<file path="src/rtl/booth_r4_pkg.sv">
package booth_r4_pkg;
  // Radix-4 digit: nz = non-zero, neg = subtract, dbl = use twice the multiplicand
  typedef struct packed {
    logic nz;
    logic neg;
    logic dbl;
  } r4_digit_t;
endpackage

</file>
<file path="src/rtl/booth_r4_recode.sv">
module booth_r4_recode
  import booth_r4_pkg::*;
(
  input  logic [2:0] win,
  output r4_digit_t  dig
);
  // digit selection from {y[2i+1], y[2i], y[2i-1]}
  always_comb begin
    unique case (win)
      3'b000, 3'b111: dig = '{nz: 1'b0, neg: 1'b0, dbl: 1'b0};
      3'b001, 3'b010: dig = '{nz: 1'b1, neg: 1'b0, dbl: 1'b0};
      3'b011:         dig = '{nz: 1'b1, neg: 1'b0, dbl: 1'b1};
      3'b100:         dig = '{nz: 1'b1, neg: 1'b1, dbl: 1'b1};
      default:        dig = '{nz: 1'b1, neg: 1'b1, dbl: 1'b0};
    endcase
  end
endmodule

</file>
<file path="src/rtl/booth_r4_step.sv">
module booth_r4_step
  import booth_r4_pkg::*;
#(
  parameter int WIDTH = 8
) (
  input  logic [WIDTH+1:0] acc_hi,
  input  logic [WIDTH-1:0] acc_lo,
  input  logic [WIDTH-1:0] mcand,
  input  r4_digit_t        dig,
  output logic [WIDTH+1:0] nxt_hi,
  output logic [WIDTH-1:0] nxt_lo
);
  localparam int HW = WIDTH + 2;

  logic [HW-1:0] m_ext, m_sel, addend, sum;
  logic          cin;

  always_comb begin
    m_ext  = {{2{mcand[WIDTH-1]}}, mcand};
    m_sel  = dig.dbl ? {m_ext[HW-2:0], 1'b0} : m_ext;
    addend = dig.nz ? (dig.neg ? ~m_sel : m_sel) : '0;
    cin    = dig.nz & dig.neg;
    sum    = acc_hi + addend + {{(HW-1){1'b0}}, cin};
    // arithmetic shift of {sum, acc_lo} right by two
    nxt_hi = {{2{sum[HW-1]}}, sum[HW-1:2]};
    nxt_lo = {sum[1:0], acc_lo[WIDTH-1:2]};
  end
endmodule

</file>
<file path="src/rtl/booth_r4_ctrl.sv">
module booth_r4_ctrl #(
  parameter int STEPS = 4
) (
  input  logic clk,
  input  logic rst_n,
  input  logic start,
  output logic busy,
  output logic done,
  output logic load,
  output logic last_step
);
  localparam int CW = $clog2(STEPS + 1);
  localparam logic [CW-1:0] STEPS_C = CW'(STEPS);

  logic [CW-1:0] cnt_q;

  assign load      = start && !busy;
  assign last_step = busy && (cnt_q == CW'(1));

  always_ff @(posedge clk) begin
    if (!rst_n) begin
      busy  <= 1'b0;
      done  <= 1'b0;
      cnt_q <= '0;
    end else begin
      done <= last_step;
      if (load) begin
        busy  <= 1'b1;
        cnt_q <= STEPS_C;
      end else if (busy) begin
        cnt_q <= cnt_q - 1'b1;
        if (last_step) busy <= 1'b0;
      end
    end
  end

  // checker-only age counter: cycles since the accepting edge
  logic [CW-1:0] age_q;
  always_ff @(posedge clk) begin
    if (!rst_n)      age_q <= '0;
    else if (load)   age_q <= '0;
    else if (busy)   age_q <= age_q + 1'b1;
  end

  p_done_single_r2: assert property (@(posedge clk) disable iff (!rst_n)
    done |=> !done);
  p_done_age_r2: assert property (@(posedge clk) disable iff (!rst_n)
    done |-> (age_q == STEPS_C));
  p_start_busy_r3: assert property (@(posedge clk) disable iff (!rst_n)
    (start && !busy) |=> busy);
  p_busy_end_done_r3: assert property (@(posedge clk) disable iff (!rst_n)
    $fell(busy) |-> done);
  p_done_not_busy_r3: assert property (@(posedge clk) disable iff (!rst_n)
    done |-> !busy);
  p_ignore_start_r4: assert property (@(posedge clk) disable iff (!rst_n)
    (busy && start && !last_step) |=> (busy && age_q == $past(age_q) + 1'b1));
endmodule

</file>
<file path="src/rtl/booth_r4_mult.sv">
module booth_r4_mult
  import booth_r4_pkg::*;
#(
  parameter int WIDTH = 8
) (
  input  logic               clk,
  input  logic               rst_n,
  input  logic               start,
  input  logic [WIDTH-1:0]   mcand,
  input  logic [WIDTH-1:0]   mplier,
  output logic               busy,
  output logic               done,
  output logic [2*WIDTH-1:0] product
);
  localparam int STEPS = WIDTH / 2;
  localparam int HW    = WIDTH + 2;

  logic             load, last_step;
  logic [WIDTH-1:0] m_q, lo_q, nxt_lo;
  logic [HW-1:0]    hi_q, nxt_hi;
  logic             g_q;
  logic [2*WIDTH-1:0] product_q;
  r4_digit_t        dig;

  booth_r4_ctrl #(.STEPS(STEPS)) u_ctrl (
    .clk(clk), .rst_n(rst_n), .start(start),
    .busy(busy), .done(done), .load(load), .last_step(last_step)
  );

  booth_r4_recode u_rec (
    .win({lo_q[1:0], g_q}),
    .dig(dig)
  );

  booth_r4_step #(.WIDTH(WIDTH)) u_step (
    .acc_hi(hi_q), .acc_lo(lo_q), .mcand(m_q), .dig(dig),
    .nxt_hi(nxt_hi), .nxt_lo(nxt_lo)
  );

  always_ff @(posedge clk) begin
    if (!rst_n) begin
      m_q       <= '0;
      hi_q      <= '0;
      lo_q      <= '0;
      g_q       <= 1'b0;
      product_q <= '0;
    end else if (load) begin
      m_q  <= mcand;
      hi_q <= '0;
      lo_q <= mplier;
      g_q  <= 1'b0;
    end else if (busy) begin
      hi_q <= nxt_hi;
      lo_q <= nxt_lo;
      g_q  <= lo_q[1];
      if (last_step) product_q <= {nxt_hi[WIDTH-1:0], nxt_lo};
    end
  end

  assign product = product_q;

  p_mcand_hold_r5: assert property (@(posedge clk) disable iff (!rst_n)
    (busy && $past(busy)) |-> $stable(m_q));
  p_product_hold_r8: assert property (@(posedge clk) disable iff (!rst_n)
    !done |-> $stable(product));
endmodule

</file>
<file path="config.mk">
export PLATFORM = sky130hd
export DESIGN_NAME = booth_r4_mult
export DESIGN_NICKNAME = d
export VERILOG_FILES = /design/src/rtl/booth_r4_pkg.sv /design/src/rtl/booth_r4_recode.sv /design/src/rtl/booth_r4_step.sv /design/src/rtl/booth_r4_ctrl.sv /design/src/rtl/booth_r4_mult.sv
export SDC_FILE = /design/constraint.sdc
export NUM_CORES = 1
export LEC_CHECK = 0
export BUFFER_PORTS_ARGS = -buffer_cell sky130_fd_sc_hd__buf_4
export CORE_MARGIN = 4
export CORE_UTILIZATION = 25
export DETAILED_ROUTE_END_ITERATION = 8
export SKIP_CTS_REPAIR_TIMING = 1
export SYNTH_ARGS = -nofsm -noshare
export SYNTH_HDL_FRONTEND = slang
export SYNTH_SLANG_ARGS = --single-unit
</file>
<file path="constraint.sdc">
create_clock -name clk -period 3.3 [get_ports clk]
set_input_delay 0.66 -clock clk [delete_from_list [all_inputs] [get_ports clk]]
set_output_delay 0.66 -clock clk [all_outputs]
set_load 0.02 [all_outputs]
</file>
==> results of run 1 <==
==> cell type report <==
class | instances | area [µm²] | area share (%)
Sequential cell | 46 | 920.9 | 31.63
Inverter | 10 | 37.54 | 1.289
Clock inverter | 3 | 23.77 | 0.8165
Timing Repair Buffer | 39 | 292.8 | 10.06
Tap cell | 129 | 161.4 | 5.544
Clock buffer | 5 | 68.82 | 2.364
Multi-Input combinational cell | 187 | 1406 | 48.30
==> critical path: cells and delay by family, from the launching register on <==
family | cells | cell delay, ns
AOI/OAI and AO/OA | 3 | 0.40
adders and majority gates | 1 | 0.45
DFF | 1 | 0.71
and+or+nand+nor | 5 | 1.34
==> sequential cells by signal, summed over array words and instances (netlist names) <==
signal / count
g_q: 1
hi_q: 8
lo_q: 8
m_q: 8
product: 16
u_ctrl.busy: 1
u_ctrl.cnt_q: 3
u_ctrl.done: 1
==> Yosys cell counts (all sizes together) (2+ instances only) <==
| library cell | number | area, µm² |
|---|---|---|
| a21boi | 2 | 18.77 |
| a21o | 4 | 31.28 |
| a21oi | 13 | 80.08 |
| a22o | 9 | 78.83 |
| a22oi | 7 | 52.55 |
| a31oi | 3 | 40.04 |
| and2 | 7 | 43.79 |
| and4 | 2 | 20.02 |
| buf | 8 | 42.54 |
| clkbuf | 10 | 58.81 |
| dfxtp | 46 | 920.9 |
| fa | 2 | 40.04 |
| ha | 10 | 125.1 |
| inv | 10 | 37.54 |
| mux2 | 2 | 26.27 |
| mux2i | 15 | 150.1 |
| nand2 | 17 | 63.81 |
| nand2b | 2 | 15.02 |
| nand3 | 2 | 10.01 |
| nor2 | 5 | 21.27 |
| nor2b | 17 | 106.4 |
| nor3 | 2 | 10.01 |
| nor3b | 4 | 30.03 |
| nor4bb | 2 | 20.02 |
| o211ai | 2 | 15.01 |
| o21a | 2 | 15.01 |
| o21ai | 26 | 133.9 |
| o32ai | 2 | 17.52 |
| xnor2 | 4 | 35.03 |
| xor2 | 12 | 105.1 |
==> metrics by stage <==
step	setup WS [ns]	hold slack, ns	area (µm²)	total power, mW	instances
2_1_floorplan	0.5670	0.4557	2466	0.7560	261
3_3_place_gp	0.3522	0.4386	2819	0.8056	411
3_5_place_dp	0.2820	0.4437	2819	0.8103	411
4_1_cts	0.2690	0.4663	2912	1.168	419
5_1_grt	0.01685	0.4945	2912	1.221	419
6_report	0.2820	0.4586	2912	1.150	419
==> logic make-up (layout without fill, tap and decap cells) <==
| group | count (synthesis) | after routing | synth area share [%] |
|---|---|---|---|
| adders and majority gates | 12 | 12 | 6.697 |
| DFF | 46 | 46 | 37.34 |
| and+or+nand+nor | 66 | 66 | 15.83 |
| AOI/OAI and AO/OA | 76 | 76 | 21.66 |
| muxes | 17 | 17 | 7.153 |
| xor gates and xnor gates | 16 | 16 | 5.682 |
| buffers and inverters | 28 | 57 | 5.632 |
==> worst max-delay path by stage <==
stage,startpoint,endpoint,slack [ns],cells after the start
2_1_floorplan,lo_q[1]$_SDFFE_PN0P_,hi_q[4]$_SDFFE_PP0P_,0.57,12
3_5_place_dp,lo_q[1]$_SDFFE_PN0P_,hi_q[4]$_SDFFE_PP0P_,0.28,9
4_1_cts,lo_q[1]$_SDFFE_PN0P_,hi_q[4]$_SDFFE_PP0P_,0.27,9
5_1_grt,lo_q[1]$_SDFFE_PN0P_,hi_q[4]$_SDFFE_PP0P_,0.02,9
6_report,lo_q[1]$_SDFFE_PN0P_,hi_q[4]$_SDFFE_PP0P_,0.28,9
3_3_place_gp,lo_q[1]$_SDFFE_PN0P_,hi_q[4]$_SDFFE_PP0P_,0.35,9
==> power groups by stage <==
stage	logic [mW]	registers, mW	clock network (mW)
finish	0.188	0.607	0.356
CTS	0.191	0.607	0.370
floorplan	0.148	0.608	0
global placement	0.186	0.619	0
detailed placement	0.191	0.620	0
global route	0.213	0.612	0.395
==> metal layers <==
metal	part of all wire [%]	vias to the layer above	track usage (%)	wire length (µm)
li1	-	983	-	-
met1	47	905	13.14	2484
met2	47	24	16.00	2469
met3	4.1	6	2.939	215
met4	1.3	0	3.014	70
met5	0	-	0	0
==> impl_metrics.csv, run 1 <==
group,metric,value,unit
synth,synth_cell_types,57,
clock_network,ctsHtreeMaxLevel,2,
critical_path,critPathCaptureType,"register",
critical_path,critPathSlowestCell,"dfxtp_1",
timing,max_freq,331.3,MHz
timing,fin_setup_tns,0,ns
grt,grt_pass1_vias,1832,
critical_path,worstPathRequired,3.49,ns
die,rows,35,
finish,antenna_cells,0,
timing,hold_viol,0,
finish,layout_commonest_cell,"dfxtp_1",
die,ios,37,
finish,postLayoutCoreUtil,30.92,%
critical_path,arrival,3.21,ns
finish,fillers,995,
clock_network,clk_pin_slew_worst_paths,0.09,ns
pwr,p_switching,0.3335,mW
finish,drive_above_1_share,21.03,%
timing,fin_worst_skew,0.01173,ns
run_status,status,"finished, final reports clean",
die,fp.dieW,107.3,µm
min_path,hold_path_end,"product[9]$_SDFFE_PN0P_",
synth,synth_cells,261,
die,initial_core_util,26.19,%
synth,ys_warn_count,0,
die,dieArea,0.01152,mm²
pwr,p_leak,1.215,nW
pwr,p_sw_share,28.99,%
timing,finalSetupViolCount,0,
grt,grt-ovfl-total,0,
drt,vias,1918,
drt,remaining_drc_errors,0,
placement,place.gp.congestion,0.7872,
clock_network,worstSkewPairLatency,0.30,ns
drt,routedWlPerCell,12.51,µm
critical_path,cp_max_fo,17,
clock_network,cts_tree,"yes",
grt,grt_max_degree,34,
finish,syn_to_final_growth,18.06,%
critical_path,rr_worst_depth,9,
timing,rsz0062_at_grt,"no",
drt,antenna_left,0,
critical_path,cp-start-kind,"register",
clock_network,cts_buffer_depth,2,
pwr,p_clk_share,30.9,%
clock_network,cts_root_buf,"clkbuf_8",
placement,io_buffers,36,
drt,firstDrtPassIters,4,
critical_path,crit_chain,"or3b_1 > nor2_1 > a221oi_1 > fa_1 > nand2b_2 > a21oi_4 > a31oi_4 > and4_4 > or3_1",
critical_path,r2r_start,"lo_q[1]$_SDFFE_PN0P_",
drt,vias_per_cell,4.578,
critical_path,r2r-end,"hi_q[4]$_SDFFE_PP0P_",
synth,synth_edf_count,0,
clock_network,clock_sinks,46,
pwr,seq_power_share,52.7,%
synth,ys_async_sr_fraction,0,%
critical_path,max_stage_delay,0.71,ns
critical_path,regToRegSetupSlack,0.28,ns
timing,period_needed,3.018,ns
drt,drt_iter0_drc,112,
timing,worstMarginPinSlew,0.8979,ns
finish,final_cell_mix,"46 x dfxtp_1, 39 x buf_4, 23 x o21ai_0",
grt,grt_use_total,10.06,%
critical_path,path_class,"reg -> reg",
placement,dp_hpwl,4008,µm
pwr,ir_drop,0.1427,mV
flow_run,cap_violations,0,
synth,ys_seq_area_share,37.34,%
synth,synth.avg_cell_area,9.449,µm²
timing,slew_violations,0,
drt,routed_wirelength,5240,µm
synth,syn_area,0.002466,mm²
timing,relSlewSlack,40.01,%
clock_network,cts_buffers,5,
die,core-area,0.009415,mm²
grt,grt_pass1_wl,9363,µm
grt,grt_antenna_before_repair,0,
min_path,hp-start,"product[9]$_SDFFE_PN0P_",
synth,synthFlopType,"dfxtp_1",
finish,nets,320,
timing,post-route-period-util,91.45,%
pwr,intPower,0.8169,mW
pwr,pwr-share-comb,16.4,%
synth,syn-num-nets,292,
synth,ys_ff_latch,46,
min_path,hold_path_class,"reg -> reg",
die,die_y,107.3,µm
pwr,power.density,395.1,mW/mm²
min_path,hold_depth,2,
No activity file was read; power rests on OpenSTA's default activity.
==> inputs of run 2 (changes only) <==
- SYNTH_HIERARCHICAL: default -> 1
==> run 2 against run 1 <==
Net effect:
- worst setup slack better by 0.056 ns
- flip-flop and latch count rose by 2
- clock skew grew 0.0032 ns
- critical endpoint is now product[15]$_SDFFE_PN0P_
- cell area up 7.5%
- power up 5.6%
- largest power group unchanged
- largest cell class unchanged
- maximum frequency grew 1.9%
==> impl_metrics.csv, run 2 <==
group,metric,value,unit
critical_path,crit_chain,"nand2b_1 > o22ai_1 > buf_4 > mux2i_1 > xnor2_1 > and2_1 > ha_1 > a21oi_1 > o22ai_1 > a22o_1 > or3_1 > nand2_1 > nand2_1 > mux2i_1",
critical_path,critPathCaptureType,"register",
drt,remaining_drc_errors,0,
synth,synthFlopType,"dfxtp_1",
synth,synth_adder_area_share,6.105,%
synth,synth_xor_area_share,6.105,%
drt,routedWlPerCell,11.88,µm
finish,layout.cells.non_filler,452,
drt,firstDrtPassIters,4,
clock_network,cts_buffers,5,
timing,hold_viol,0,
die,core-area,0.01042,mm²
clock_network,clk_pin_slew_worst_paths,0.10,ns
timing,slew_violations,0,
timing,period_needed,2.962,ns
finish,largest_reg_flops,16,
drt,antenna_left,0,
die,die_y,112.0,µm
die,dieArea,0.01255,mm²
finish,layout_commonest_cell,"dfxtp_1",
drt,wl_met3,147,µm
finish,nets,346,
timing,worstMarginPinSlew,0.5000,ns
finish,syn_to_final_growth,15.68,%
timing,relSlewSlack,66.67,%
placement,dp_cells,444,
timing,rsz0062_at_grt,"no",
grt,grt_pass1_vias,1981,
critical_path,max_stage_delay,0.43,ns
synth,synth-compound-area-share,7.817,%
synth,synth.avg_cell_area,9.360,µm²
die,fp.dieW,112.0,µm
timing,post-route-period-util,89.76,%
drt,vias,1932,
synth,yosysTopAreaCell,"dfxtp_1",
drt,dr_wl_met2,2380,µm
drt,wl_met1,2759,µm
synth,synthMuxAreaShare,18.87,%
synth,ys_async_sr_fraction,0,%
synth,ys_warn_count,6,
pwr,p_leak,1.315,nW
die,rows,37,
clock_network,clock_sinks,48,
timing,fin_worst_skew,0.01497,ns
synth,synth-simple-area-share,18.78,%
synth,synth_cell_types,39,
clock_network,cts_tree,"yes",
finish,drive_above_1_share,19.62,%
grt,grt_antenna_before_repair,0,
synth,synth_edf_count,0,
synth,synthTopCellsByCount,"48 x dfxtp_1, 42 x mux2i_1, 37 x nand2_1",
timing,finalSetupViolCount,0,
timing,hold_ws,0.4637,ns
pwr,ir_drop,0.1757,mV
synth,ys_ff_latch,48,
placement,place_area,0.003037,mm²
finish,final_cell_mix,"48 x dfxtp_1, 42 x mux2i_1, 41 x buf_4",
die,ios,37,
drt,vias_per_cell,4.274,
finish,antenna_cells,0,
critical_path,critPathSlowestCell,"dfxtp_1",
critical_path,arrival,3.20,ns
run_status,status,"finished, final reports clean",
placement,dp_hpwl,4077,µm
grt,grt_pass1_wl,9625,µm
timing,max_freq,337.6,MHz
placement,place.gp.congestion,0.7362,
drt,drt_iter0_drc,132,
clock_network,cts_root_buf,"clkbuf_8",
critical_path,worstPathRequired,3.54,ns
clock_network,worstSkewPairLatency,0.31,ns
synth,yosysTopAreaCellShare,35.52,%
pwr,power.density,388.0,mW/mm²
critical_path,path_class,"reg -> reg",
finish,design_area,0.003129,mm²
placement,io_buffers,36,
flow_run,cap_violations,0,
critical_path,cp-start-kind,"register",
grt,grt_use_total,9.157,%
timing,fin_setup_tns,0,ns
grt,grt-ovfl-total,0,
clock_network,cts_buffer_depth,2,
min_path,hold_path_class,"reg -> reg",
synth,ys_seq_area_share,35.52,%
grt,grt_max_degree,55,
clock_network,ctsHtreeMaxLevel,2,
synth,synth_area_leaders,"dfxtp_1 36%, mux2i_1 16%, nand2_1 5.1%",
die,initial_core_util,25.97,%
synth,yosysMostFrequentCell,"dfxtp_1",
synth,synth_cells,289,
drt,highest-signal-layer,"met4",
synth,synth_top_family_by_area,"multiplexers",
synth,syn_area,0.002705,mm²
synth,syn-num-nets,320,
drt,routed_wirelength,5368,µm
critical_path,cp_max_fo,7,
==> run 2: cell types whose count changed after synthesis, moves of 8 or more <==
| cell | before | now |
|---|---|---|
| a22o_1 | 9 | 1 |
| o21ai_0 | 23 | 3 |
| buf_4 | 1 | 9 |
| mux2i_1 | 15 | 42 |
| xnor2_1 | 4 | 15 |
| xor2_1 | 12 | 2 |
| nor2_1 | 4 | 18 |
| nand2_1 | 17 | 37 |
| nand2b_1 | 1 | 11 |
==> run 2: per-layer routing <==
layer	track usage (%)	vias up
li1	-	1012
met1	12.81	882
met2	14.23	32
met3	1.833	6
met4	2.885	0
met5	0	-
==> run 2: cell families (layout without fill, tap and decap cells) <==
family                     after synthesis  count (layout)
DFF                                     48              48
muxes                                   50              50
adders and majority gates               12              12
and+or+nand+nor                        102             102
xor gates and xnor gates                18              18
buffers and inverters                   32              59
AOI/OAI and AO/OA                       27              27
==> run 2: through the flow <==
stage	setup WS (ns)	util [%]	power [mW]
finish	0.3378	30.04	1.214
detailed placement	0.3794	29.15	0.8705
CTS	0.3445	30.04	1.230
global route	0.02689	30.04	1.292
floorplan	0.5397	-	0.8239
global placement	0.4369	29.15	0.8640
==> run 2: path summary, 6_finish.rpt <==
kind                                 from                       end  slack (ns)  depth (start not counted)
setup reg to reg     lo_q[1]$_SDFFE_PN0P_  product[15]$_SDFFE_PN0P_        0.34                         14
setup / recovery     lo_q[1]$_SDFFE_PN0P_  product[15]$_SDFFE_PN0P_        0.34                         14
hold / removal    product[1]$_SDFFE_PN0P_   product[1]$_SDFFE_PN0P_        0.46                          2
hold reg to reg   product[1]$_SDFFE_PN0P_   product[1]$_SDFFE_PN0P_        0.46                          2
==> run 2: power by group <==
| part | switching [mW] | total (mW) | leakage [nW] | internal (mW) |
|---|---|---|---|---|
| Clock | 0.210 | 0.360 | 0.0404 | 0.150 |
| Sequential | 0.0196 | 0.622 | 0.391 | 0.603 |
| Combinational | 0.118 | 0.232 | 0.884 | 0.114 |
| Total | 0.347 | 1.21 | 1.31 | 0.868 |
==> run 2: cell type report <==
class                           count  area (µm²)
Clock inverter                      3       23.77
Timing Repair Buffer               41       307.8
Clock buffer                        5       68.82
Fill cell                        1103        7287
Sequential cell                    48       960.9
Inverter                           10       37.54
Multi-Input combinational cell    209        1560
Tap cell                          136       170.2
==> run 2: worst max-delay path: cells and delay by family (launching register included) <==
family,cells,cell delay (ns)
muxes,2,0.38
and+or+nand+nor,5,0.75
DFF,1,0.43
buffers and inverters,1,0.21
adders and majority gates,1,0.34
xor gates and xnor gates,1,0.08
AOI/OAI and AO/OA,4,0.71
==> inputs of run 3 (changes only) <==
- GPL_TIMING_DRIVEN: default -> 0
==> run 3 against run 2 <==
Net effect:
- flip-flop and latch count is the same
- critical path depth is 2 higher
- maximum frequency down 1.9%
- sequential share of layout area shrank 1.1 points
- hold slack worse by 0.0054 ns
- critical endpoint is now product[14]$_SDFFE_PN0P_
==> impl_metrics.csv, run 3 (synthesis results as in run 2) <==
group,metric,value,unit
finish,largest_reg_flops,16,
pwr,power.density,383.2,mW/mm²
die,initial_core_util,25.97,%
placement,dp_hpwl,4380,µm
die,die_y,112.0,µm
drt,routedWlPerCell,11.83,µm
critical_path,max_stage_delay,0.41,ns
clock_network,cts_tree,"yes",
clock_network,worstSkewPairLatency,0.30,ns
flow_run,cap_violations,0,
timing,finalSetupViolCount,0,
critical_path,cp_max_fo,8,
finish,drive_above_1_share,23.12,%
drt,routed_wirelength,5546,µm
grt,gr-usage-met3,1.887,%
timing,slew_violations,0,
finish,nets,363,
timing,rsz0062_at_grt,"no",
die,rows,37,
drt,drt_iter0_drc,64,
timing,fin_setup_tns,0,ns
pwr,p_leak,1.397,nW
placement,io_buffers,36,
finish,final_cell_mix,"47 x dfxtp_1, 46 x buf_4, 42 x mux2i_1",
grt,grt.met2_usage,14.39,%
clock_network,cts_buffers,5,
placement,place.gp.congestion,0.7683,
critical_path,crit_chain,"nand2b_1 > o22ai_1 > buf_4 > nand2b_1 > xnor2_1 > and2_1 > fa_1 > inv_1 > fa_1 > nor2b_1 > o2111ai_1 > nand3_1 > o41ai_2 > xnor2_1 > nand2_1 > mux2i_1",
drt,vias_per_cell,4.245,
clock_network,cts_root_buf,"clkbuf_8",
grt,grt_pass1_wl,9246,µm
timing,post-route-period-util,91.52,%
grt,grt_use_total,8.825,%
clock_network,clk_pin_slew_worst_paths,0.09,ns
finish,fillers,1098,
die,ios,37,
run_status,status,"finished, final reports clean",
finish,layout_commonest_cell,"dfxtp_1",
drt,remaining_drc_errors,0,
min_path,hold_path_class,"reg -> reg",
die,dieArea,0.01255,mm²
drt,antenna_left,0,
timing,fin_worst_skew,0.01142,ns
drt,firstDrtPassIters,4,
clock_network,ctsHtreeMaxLevel,2,
timing,max_freq,331.1,MHz
clock_network,cts_buffer_depth,2,
finish,antenna_cells,0,
grt,grt_antenna_before_repair,0,
critical_path,worstPathRequired,3.53,ns
finish,syn_to_final_growth,20.07,%
critical_path,arrival,3.25,ns
critical_path,critPathCaptureType,"register",
timing,worstMarginPinSlew,0.4676,ns
timing,period_needed,3.020,ns
critical_path,regToRegSetupSlack,0.28,ns
drt,vias,1991,
grt,grt_pass1_vias,2007,
timing,hold_viol,0,
grt,grt_max_degree,16,
die,fp.dieW,112.0,µm
pwr,ir_drop,0.1601,mV
grt,use_met1,11.76,%
grt,grt-ovfl-total,0,
critical_path,cp_top_family,"simple AND/OR/NAND/NOR gates",
critical_path,critPathSlowestCell,"fa_1",
critical_path,cp-start-kind,"register",
timing,relSlewSlack,68.83,%
grt,grt.busiest_layer,"met2",
die,core-area,0.01042,mm²
critical_path,path_class,"reg -> reg",
clock_network,clock_sinks,48,
critical_path,worst-path-buf-inv,2,
finish,postLayoutCoreUtil,31.18,%
-- run 3: report_power, final --
part           total, mW  leakage [nW]  switching (mW)  internal [mW]
registers          0.622         0.391          0.0188          0.603
logic              0.253         0.954           0.124          0.129
clock network      0.370        0.0516           0.199          0.172
total               1.24          1.40           0.341          0.904
-- run 3: area by class of cell --
| cell class | count | area [µm²] | share of cell area, % |
|---|---|---|---|
| buffer | 22 | 148.9 | 4.584 |
| inverter | 10 | 37.54 | 1.156 |
| multi-input combinational | 209 | 1563 | 48.11 |
| timing repair buffer | 36 | 270.3 | 8.320 |
| clock inverter | 2 | 13.76 | 0.4237 |
| clock buffer | 6 | 82.58 | 2.542 |
| tap | 136 | 170.2 | 5.239 |
| sequential | 48 | 962.2 | 29.62 |
-- run 3: worst min-delay path: cells and delay by family (launching register included) --
family / cells / cell delay, ns
AND/OR/NAND/NOR: 1 / 0.05
flip-flops: 1 / 0.32
multiplexers: 1 / 0.05
-- run 3: per-layer routing --
metal,vias up,wire [µm]
met1,899,2757
met2,43,2484
li1,1045,-
met3,4,243
met5,-,0
met4,0,60
-- run 3: worst paths after layout --
path              cells after the start                  endpoint                startpoint
setup reg to reg                     16  product[14]$_SDFFE_PN0P_          g_q$_SDFFE_PP0P_
hold / removal                        2  product[10]$_SDFFE_PN0P_  product[10]$_SDFFE_PN0P_
setup / recovery                     16  product[14]$_SDFFE_PN0P_          g_q$_SDFFE_PP0P_
hold reg to reg                       2  product[10]$_SDFFE_PN0P_  product[10]$_SDFFE_PN0P_
-- run 3: per-stage QoR --
step | std cells | hold slack, ns | power (mW) | cell area, µm² | setup slack, ns
after global routing | 469 | 0.4851 | 1.319 | 3248 | 0.01399
after floorplan | 289 | 0.4671 | 0.8239 | 2705 | 0.5397
after global placement | 461 | 0.4472 | 0.8823 | 3146 | 0.2708
after CTS | 469 | 0.4655 | 1.266 | 3242 | 0.1984
final | 469 | 0.4582 | 1.245 | 3248 | 0.2799
after detailed placement | 461 | 0.4494 | 0.8888 | 3146 | 0.2321
